## config.mk

```make
export PLATFORM = sky130hd
export DESIGN_NAME = rfcyc_sequencer
export DESIGN_NICKNAME = d
export VERILOG_FILES = /design/src/rtl/rfcyc_pkg.sv /design/src/rtl/rfcyc_prescaler.sv /design/src/rtl/rfcyc_len_regs.sv /design/src/rtl/rfcyc_phase_timer.sv /design/src/rtl/rfcyc_timebase.sv /design/src/rtl/rfcyc_sequencer.sv
export SDC_FILE = /design/constraint.sdc
export NUM_CORES = 1
export LEC_CHECK = 0
export ABC_AREA = 0
export ABC_CLOCK_PERIOD_IN_PS = 5240
export BUFFER_PORTS_ARGS = -buffer_cell sky130_fd_sc_hd__buf_2
export CORE_MARGIN = 4
export CORE_UTILIZATION = 56
export CTS_BUF_LIST = sky130_fd_sc_hd__clkbuf_8 sky130_fd_sc_hd__clkbuf_16
export CTS_CLUSTER_DIAMETER = 50
export DETAILED_ROUTE_END_ITERATION = 10
export PLACE_DENSITY = 0.74
export SLEW_MARGIN = 15
export SYNTH_ARGS = -nofsm -noshare
export SYNTH_HDL_FRONTEND = slang
export SYNTH_SLANG_ARGS = --single-unit
```

## constraint.sdc

```tcl
create_clock -name clk -period 5.24 [get_ports clk]
set_input_delay 0.524 -clock clk [delete_from_list [all_inputs] [get_ports clk]]
set_output_delay 0.524 -clock clk [all_outputs]
set_load 0.01 [all_outputs]
```

## src/rtl/rfcyc_pkg.sv

```systemverilog
package rfcyc_pkg;
   typedef enum logic [2:0] {
      ST_WAIT  = 3'd0,
      ST_IDLE  = 3'd1,
      ST_GAP   = 3'd2,
      ST_WARM  = 3'd3,
      ST_FFWD  = 3'd4,
      ST_LOOP  = 3'd5,
      ST_DECAY = 3'd6,
      ST_HOLD  = 3'd7
   } seq_state_e;

   localparam int unsigned NUM_SLOTS = 8;
   localparam int unsigned FIXED_SLOT = 2;
   localparam int unsigned END_SLOT = 7;
endpackage

```

## src/rtl/rfcyc_prescaler.sv

```systemverilog
module rfcyc_prescaler #(
   parameter int unsigned DIV = 4
) (
   input  logic clk,
   input  logic rst_n,
   input  logic clr,
   output logic tick
);
   generate
      if (DIV <= 1) begin : g_pass
         assign tick = 1'b1;
      end else begin : g_count
         localparam int unsigned CW = $clog2(DIV);
         localparam logic [CW-1:0] LAST = CW'(DIV - 1);
         logic [CW-1:0] cnt_q;

         assign tick = (cnt_q == LAST);

         always_ff @(posedge clk) begin
            if (!rst_n || clr || tick) cnt_q <= '0;
            else                       cnt_q <= cnt_q + 1'b1;
         end
      end
   endgenerate
endmodule

```

## src/rtl/rfcyc_len_regs.sv

```systemverilog
module rfcyc_len_regs
   import rfcyc_pkg::*;
#(
   parameter int unsigned LEN_W = 12
) (
   input  logic                            clk,
   input  logic                            rst_n,
   input  logic                            wr_en,
   input  logic [2:0]                      wr_sel,
   input  logic [LEN_W-1:0]                wr_data,
   output logic [NUM_SLOTS-1:0][LEN_W-1:0] len_q
);
   generate
      for (genvar k = 0; k < NUM_SLOTS; k++) begin : g_slot
         if (k == FIXED_SLOT) begin : g_fixed
            assign len_q[k] = '0;
         end else begin : g_reg
            always_ff @(posedge clk) begin
               if (!rst_n)                            len_q[k] <= '0;
               else if (wr_en && wr_sel == 3'(k))     len_q[k] <= wr_data;
            end
         end
      end
   endgenerate
endmodule

```

## src/rtl/rfcyc_phase_timer.sv

```systemverilog
module rfcyc_phase_timer #(
   parameter int unsigned LEN_W = 12
) (
   input  logic             clk,
   input  logic             rst_n,
   input  logic             clr,
   input  logic             tick,
   input  logic [LEN_W-1:0] limit,
   output logic             expire
);
   localparam logic [LEN_W-1:0] CNT_MAX = '1;

   logic [LEN_W-1:0] cnt_q;
   logic [LEN_W:0]   need;
   logic [LEN_W:0]   reached;

   assign need    = (limit == '0) ? (LEN_W+1)'(1) : {1'b0, limit};
   assign reached = {1'b0, cnt_q} + (LEN_W+1)'(1);
   assign expire  = tick && (reached >= need);

   always_ff @(posedge clk) begin
      if (!rst_n || clr)                  cnt_q <= '0;
      else if (tick && cnt_q != CNT_MAX)  cnt_q <= cnt_q + 1'b1;
   end
endmodule

```

## src/rtl/rfcyc_timebase.sv

```systemverilog
module rfcyc_timebase #(
   parameter int unsigned LEN_W = 12,
   parameter int unsigned DIV   = 16
) (
   input  logic             clk,
   input  logic             rst_n,
   input  logic             clr,
   output logic [LEN_W-1:0] elapsed
);
   localparam logic [LEN_W-1:0] SAT = '1;
   logic unit_tick;

   rfcyc_prescaler #(.DIV(DIV)) u_pre (
      .clk  (clk),
      .rst_n(rst_n),
      .clr  (clr),
      .tick (unit_tick)
   );

   always_ff @(posedge clk) begin
      if (!rst_n || clr)                 elapsed <= '0;
      else if (unit_tick && elapsed != SAT) elapsed <= elapsed + 1'b1;
   end
endmodule

```

## src/rtl/rfcyc_sequencer.sv

```systemverilog
module rfcyc_sequencer
   import rfcyc_pkg::*;
#(
   parameter int unsigned LEN_W      = 12,
   parameter int unsigned FINE_DIV   = 4,
   parameter int unsigned COARSE_DIV = 16
) (
   input  logic             clk,
   input  logic             rst_n,
   input  logic             trig_i,
   input  logic             halt_i,
   input  logic             self_retrig_i,
   input  logic             wr_en_i,
   input  logic [2:0]       wr_sel_i,
   input  logic [LEN_W-1:0] wr_data_i,
   output logic [2:0]       state_o,
   output logic             pulse_start_o,
   output logic             warm_en_o,
   output logic             drive_en_o,
   output logic             loop_en_o,
   output logic             decay_en_o,
   output logic             skip_err_o
);
   generate
      if (LEN_W < 2 || LEN_W > 24) begin : g_bad_len
         $error("rfcyc_sequencer: LEN_W out of range");
      end
      if (FINE_DIV < 1) begin : g_bad_fine
         $error("rfcyc_sequencer: FINE_DIV must be at least 1");
      end
      if (COARSE_DIV < FINE_DIV) begin : g_bad_coarse
         $error("rfcyc_sequencer: COARSE_DIV must not be below FINE_DIV");
      end
   endgenerate

   seq_state_e                     state_q, state_d;
   logic [NUM_SLOTS-1:0][LEN_W-1:0] len_q;
   logic [LEN_W-1:0]               limit;
   logic [LEN_W-1:0]               elapsed;
   logic [2:0]                     st_idx;
   logic                           chg, fine_tick, coarse_tick, sel_tick;
   logic                           expire, enter_idle, trig_ok;

   rfcyc_len_regs #(.LEN_W(LEN_W)) u_regs (
      .clk    (clk),
      .rst_n  (rst_n),
      .wr_en  (wr_en_i),
      .wr_sel (wr_sel_i),
      .wr_data(wr_data_i),
      .len_q  (len_q)
   );

   assign chg = (state_d != state_q);

   rfcyc_prescaler #(.DIV(FINE_DIV)) u_fine (
      .clk  (clk),
      .rst_n(rst_n),
      .clr  (chg),
      .tick (fine_tick)
   );

   rfcyc_prescaler #(.DIV(COARSE_DIV)) u_coarse (
      .clk  (clk),
      .rst_n(rst_n),
      .clr  (chg),
      .tick (coarse_tick)
   );

   assign st_idx   = state_q;
   assign sel_tick = (state_q == ST_WAIT) ? coarse_tick : fine_tick;
   assign limit    = len_q[st_idx];

   rfcyc_phase_timer #(.LEN_W(LEN_W)) u_timer (
      .clk   (clk),
      .rst_n (rst_n),
      .clr   (chg),
      .tick  (sel_tick),
      .limit (limit),
      .expire(expire)
   );

   assign enter_idle = (state_d == ST_IDLE) && (state_q != ST_IDLE);

   rfcyc_timebase #(.LEN_W(LEN_W), .DIV(COARSE_DIV)) u_tbase (
      .clk    (clk),
      .rst_n  (rst_n),
      .clr    (enter_idle),
      .elapsed(elapsed)
   );

   assign trig_ok = trig_i && !halt_i && (state_q == ST_WAIT);

   always_comb begin
      state_d = state_q;
      if (halt_i) begin
         state_d = ST_WAIT;
      end else begin
         unique case (state_q)
            ST_WAIT:  if (trig_ok || (self_retrig_i && expire)) state_d = ST_IDLE;
            ST_IDLE:  if (expire) state_d = ST_GAP;
            ST_GAP:   if (expire) state_d = ST_WARM;
            ST_WARM:  if (expire) state_d = ST_FFWD;
            ST_FFWD:  if (expire) state_d = ST_LOOP;
            ST_LOOP:  if (expire) state_d = ST_DECAY;
            ST_DECAY: if (expire) state_d = ST_HOLD;
            ST_HOLD:  if (elapsed >= len_q[END_SLOT]) state_d = ST_WAIT;
            default:  state_d = ST_WAIT;
         endcase
      end
   end

   always_ff @(posedge clk) begin
      if (!rst_n) begin
         state_q       <= ST_WAIT;
         pulse_start_o <= 1'b0;
         skip_err_o    <= 1'b0;
      end else begin
         state_q       <= state_d;
         pulse_start_o <= (state_q == ST_WAIT) && (state_d == ST_IDLE);
         skip_err_o    <= trig_i && !trig_ok;
      end
   end

   assign state_o    = state_q;
   assign warm_en_o  = (state_q == ST_WARM);
   assign drive_en_o = (state_q == ST_FFWD) || (state_q == ST_LOOP);
   assign loop_en_o  = (state_q == ST_LOOP);
   assign decay_en_o = (state_q == ST_DECAY);
endmodule

```

**After elaboration in Yosys (flattened, before gate mapping)**

Index checks and enable logic that the tools add are counted.
W data, S select, Z words.

- Add/subtract/negate cells: 6
- $lt $le $gt $ge: 3
- Equal/unequal tests: 21
- Mux-type cells: 14
- Reductions and logical operators: 29

Operators by type and width:

| kind | count |
|---|---|
| $bmux W12 S3 | 1 |
| $mux W3 | 9 |
| $add A12 B1 Y12 const B | 2 |
| $eq A3 B3 Y1 const B | 8 |
| $mux W12 | 2 |
| $ne A12 B12 Y1 const B | 2 |
| $pmux W3 S8 | 1 |
| $logic_and A1 B1 Y1 | 16 |
| $add A12 B1 Y13 const B | 1 |
| $ge A13 B13 Y1 | 1 |
| $ge A12 B12 Y1 | 1 |
| $logic_not A12 Y1 | 1 |
| $eq A3 B1 Y1 const B | 3 |
| $eq A3 B2 Y1 const B | 3 |
| $add A4 B1 Y4 const B | 2 |
| $eq A4 B4 Y1 const B | 2 |
| $logic_or A1 B1 Y1 | 7 |
| $logic_not A3 Y1 | 2 |
| $lt A3 B4 Y1 const B | 1 |
| $logic_not A1 Y1 | 3 |
| $ne A3 B1 Y1 const B | 1 |
| $ne A3 B3 Y1 | 1 |
| $add A2 B1 Y2 const B | 1 |
| $eq A2 B2 Y1 const B | 1 |
| $mux W1 | 1 |

- Flip-flop bits (word level): 123
- Input port bits: 21
- Logic and storage cells: 88

**Logic depth before layout (Yosys ltp)**

- Word-level depth: 15
- Mapped depth: 19

**Hierarchy**

From an unflattened synthesis, not the netlist that was laid out.

- Cell total of the unflattened synthesis: 673
- Area total of the unflattened synthesis: 6698.9 sq um

Modules (own cells, without submodules):

| module | times used | cells an instance | area each (sq um) | sequential area each (sq um) |
|---|---|---|---|---|
| rfcyc_len_regs | 1 | 303 | 3131.8 | 1681.6 |
| rfcyc_sequencer | 1 | 133 | 1456.4 | 100.1 |
| rfcyc_phase_timer | 1 | 129 | 1064.8 | 240.2 |
| rfcyc_timebase | 1 | 73 | 640.6 | 240.2 |
| rfcyc_prescaler at u_coarse ... | 2 | 15 | 162.7 | 80.1 |
| rfcyc_prescaler at u_fine | 1 | 5 | 80.1 | 40.0 |

**Least setup slack after synthesis**

OpenSTA, ideal clock, no wires.

- Path kind: reg-to-reg
- Start point: register state_q[1] (netlist: state_o[1])
- End point: register u_coarse.g_count.cnt_q[2]
- Setup time: 0.064 ns
- Arrival: 3.703 ns
- Slack: 1.473 ns
- Cell stages (with the launch flop): 18
- Buffers on the path: 3
- Cell sequence: dfxtp_1 > buf_2 > buf_1 > mux2_2 > a221oi_1 > a221o_1 > and4b_1 > a21oi_1 > a21oi_1 > ha_1 > nand2_1 > nor3_1 > o21ba_2 > or3_4 > a311oi_2 > o311ai_4 > buf_6 > nor2_1

- Longest elaborated chain between the ends: 14
- Elaborated cells between the ends (all ways): 31
- Those cells by class: order compare (1); eq/ne (8); mux (14); reduce/logical (8)

RTL lines:

| what | RTL line | RTL |
|---|---|---|
| start, declared | rfcyc_sequencer.sv:36 | `seq_state_e state_q, state_d;` |
| start signal, assigned | rfcyc_sequencer.sv:118 | `state_q <= state_d;` |
| $bmux W12 S3 | rfcyc_sequencer.sv:71 | `assign limit = len_q[st_idx];` |
| $mux W12 (implied by the code) | rfcyc_sequencer.sv:71 |  |
| $logic_not A12 Y1 | rfcyc_phase_timer.sv:17 | `assign need = (limit == '0) ? (LEN_W+1)'(1) : {1'b0, limit};` |
| $mux W12 | rfcyc_phase_timer.sv:17 |  |
| $ge A13 B13 Y1 | rfcyc_phase_timer.sv:19 | `assign expire = tick && (reached >= need);` |
| $logic_and A1 B1 Y1 | rfcyc_phase_timer.sv:19 |  |
| $logic_and A1 B1 Y1 | rfcyc_sequencer.sv:99 | `ST_WAIT: if (trig_ok \|\| (self_retrig_i && expire)) state_d = ST_IDLE;` |
| $logic_or A1 B1 Y1 | rfcyc_sequencer.sv:99 |  |
| $mux W3 | rfcyc_sequencer.sv:99 |  |
| $pmux W3 S8 | rfcyc_sequencer.sv:98 | `unique case (state_q)` |
| $mux W3 | rfcyc_sequencer.sv:95 | `if (halt_i) begin` |
| $ne A3 B3 Y1 (*) | rfcyc_sequencer.sv:53 | `assign chg = (state_d != state_q);` |
| $logic_or A1 B1 Y1 (*) (2 in series) | rfcyc_prescaler.sv:20 | `if (!rst_n \|\| clr \|\| tick) cnt_q <= '0;` |
| end signal, assigned | rfcyc_prescaler.sv:21 | `else cnt_q <= cnt_q + 1'b1;` |
| end, declared | rfcyc_prescaler.sv:15 | `logic [CW-1:0] cnt_q;` |

Every way passes the cells marked *; elsewhere a longest branch is shown, timed or not. The select of a mux whose other input is x is not followed.
A chain may end at the register's enable or synchronous reset.

**Final worst setup path**

- Start point: register state_q[0] (netlist: state_o[0])
- End point: register u_coarse.g_count.cnt_q[1]

The elaborated chain is that of the path after synthesis.

==> flow_summary.toml <==
[synth]
synth-async-reset-ratio = 0
ys_seq_area_frac = 0.391
yosys-top-cells-count = "192 x sky130_fd_sc_hd__nand2_1, 123 x sky130_fd_sc_hd__dfxtp_1, 85 x sky130_fd_sc_hd__a21boi_0"
synthesis.area_sq_um = 6300
yosys-top-cells-area = "sky130_fd_sc_hd__dfxtp_1 39%, sky130_fd_sc_hd__nand2_1 11%, sky130_fd_sc_hd__a21boi_0 10%, sky130_fd_sc_hd__ha_1 5.8%, sky130_fd_sc_hd__mux2i_1 3.7%"
synth_edf_count = 0
syn-instance-count = 741
ys_types = 52
ys_warn_count = 0
postSynthNetCount = 791
synth.top_cell.area_share = 0.391
synth_largest_area_cell = "sky130_fd_sc_hd__dfxtp_1"
yosys_register_bits = 123
count_leader_synth = "sky130_fd_sc_hd__nand2_1"
avgSynthCellArea_sq_um = 8.50
yosys_most_used_dff = "sky130_fd_sc_hd__dfxtp_1"

[route]
vias = 5291
detailedRoute.firstPassIterationCount = 5
via_per_inst = 5.83
detail_route.drc_violations = 0
initialDrtViolationCount = 442
detail-route-antenna-nets = 0
routed_wire_length_per_instance_um = 17.3
drt-total-wl_um = 15700

[clock_tree]
cts_tree = "done"
cts.hold.buffers_added = 0
clock_path_buffers = 2
htree_num_levels = 4
post-cts-setup-buffers = 0
cts_sinks = 123
clk_latency_ps = 430
cts_resized = 0
clkTransAtPathRegs_ps = 60
root_buffer = "sky130_fd_sc_hd__clkbuf_16"
total_cts_buffers = 17

[final_layout]
non_filler_instances = 908
area_growth_pct = 13.6
post_route_cells_drive_above_1_share = 0.120
insertedDiodeCount = 0
final_core_util = 0.654
total_nets_final = 805

[grt]
initial_antenna_violation_count = 0
grt_pass1_vias = 5302
grt_overflow = 0
globalRouteTotalUtil = 0.260
grt_pass1_wl_um = 26500
grt_start_max_net_pins = 89

[placed_design]
count_of_buffers_from_port_buffering = 29
detailedPlacementHpwl_um = 11100
pre_cts_slack_ps = 962
placedCellCount = 876
gp_congestion = 0.896

[critical_path]
critical_path_arrival_ps = 4740
critical-path-max-stage-delay_ps = 910
cp.required_ps = 5580
path_class = "register to register"
timing.critical_path.fanout_max = 31
worst_setup_path_start_kind = "register"
end_kind = "register"
critical_path.cell_chain = "nor2_1, a221oi_1, a221o_1, nand4_1, and4b_1, a21oi_1, a21oi_1, ha_1, nand2_1, nor3_1, o21ba_2, or3_4, a311oi_2, o311ai_4, nor3b_1"
worst_path_most_repeated_cell = "sky130_fd_sc_hd__a21oi_1"
reg2reg_depth = 15
cp_slowest_cell = "sky130_fd_sc_hd__dfxtp_2"

[status]
status = "complete, no violations"

[power_and_ir_drop]
vdd_ir_drop_max_uv = 273
power.density_nw_per_um2 = 336
cellLeakagePower_uw = 0.00258

[die]
die_width_um = 114
die-area_sq_um = 13000
fp.coreArea_sq_um = 10900
placement_rows = 38
start_util = 0.576
io_pins = 30
die-height_um = 114

[min_path]
hold_path_class = "primary input to register"
worst_hold_path.num_cells = 2

[sta]
clock_skew_ps = 9.57
finalCritPeriodShare = 0.839
finalHoldViolations = 0
drv_slew = 0
setup_viol = 0
rsz_0062_raised_after_global_routing = "false"
timing.setup.tns_ps = 0
fin_hold_ws_ps = 361
maxSlewHeadroom = 0.288
final.setup.worst_slack_ps = 844
max_slew.worst_pin.slew_ps = 1060
period_needed_ps = 4400
maxClockFrequency_ghz = 0.227

[run]
timing.max_cap.violations = 0
==> cells in the final DEF, fill, tap and decap left out, drive strengths merged, types with 8 or more instances in the layout <==
cell type,instances
nand2,193
dfxtp,123
a21boi,85
nor2,49
buf,35
ha,29
mux2i,23
xnor2,21
inv,20
clkbuf,17
nand3,16
xor2,12
o21ai,12
a21oi,12
nand4,10
nor3,9
mux2,8
a221oi,8
==> metal layers <==
metal / wire length [um] / vias to the layer above / GRT usage
li1: - / 2588 / -
met1: 6700 / 2519 / 0.318
met2: 7620 / 143 / 0.425
met3: 961 / 41 / 0.0759
met4: 435 / 0 / 0.111
met5: 0 / - / 0
==> path summary, 6_finish.rpt <==
| check | end | start | slack (ps) |
|---|---|---|---|
| min | skip_err_o$_SDFF_PN0_ | trig_i | 360 |
| max | u_coarse.g_count.cnt_q[1]$_SDFF_PP0_ | state_o[0]$_SDFF_PN0_ | 840 |
| max reg2reg | u_coarse.g_count.cnt_q[1]$_SDFF_PP0_ | state_o[0]$_SDFF_PN0_ | 840 |
| min reg2reg | u_fine.g_count.cnt_q[0]$_SDFF_PP0_ | u_fine.g_count.cnt_q[0]$_SDFF_PP0_ | 430 |
==> registers in the layout, summed over array words and instances, names as in the netlist <==
name,cells
u_fine.g_count.cnt_q,2
state_o,3
pulse_start_o,1
skip_err_o,1
u_tbase.u_pre.g_count.cnt_q,4
u_regs.len_q,84
u_coarse.g_count.cnt_q,4
u_timer.cnt_q,12
u_tbase.elapsed,12
==> power by group <==
group,switching [uW],leakage (uW),internal (uW)
Clock,448,0.000309,844
Combinational,81.6,0.00127,55.5
Sequential,18.0,0.000996,955
Total,547,0.00258,1850
==> cell families (layout without fill, tap and decap cells) <==
group / count (synthesis) / after routing / share of synthesized area
flip-flops: 123 / 123 / 0.391
AO/OA/AOI/OAI: 145 / 145 / 0.175
adder cells (fa/ha/maj): 29 / 29 / 0.0576
AND/OR/NAND/NOR: 319 / 319 / 0.224
XOR/XNOR: 33 / 33 / 0.0459
buffers and inverters: 55 / 82 / 0.0350
multiplexers: 37 / 37 / 0.0723
==> per-stage QoR <==
stage	cell area (sq um)	total power, uW
floorplan	6300	1080
global placement	6500	1120
detailed placement	6500	1130
CTS	7150	2410
global route	7150	2480
finish	7150	2400
==> worst max-delay path: cells and delay by family (launching register included) <==
kind	cells	cell delay (ps)
adders and majority gates	1	250
DFF	1	910
and+or+nand+nor	7	1440
AOI/OAI and AO/OA	7	1690
==> layout make-up <==
type / instances / area [sq um]
inverter: 15 / 56.3
tap: 140 / 175
fill: 908 / 3780
multi-input combinational: 563 / 3620
clock inverter: 15 / 223
clock buffer: 17 / 425
sequential: 123 / 2460
timing repair buffer: 35 / 190
No activity file was read; power rests on OpenSTA's default activity.
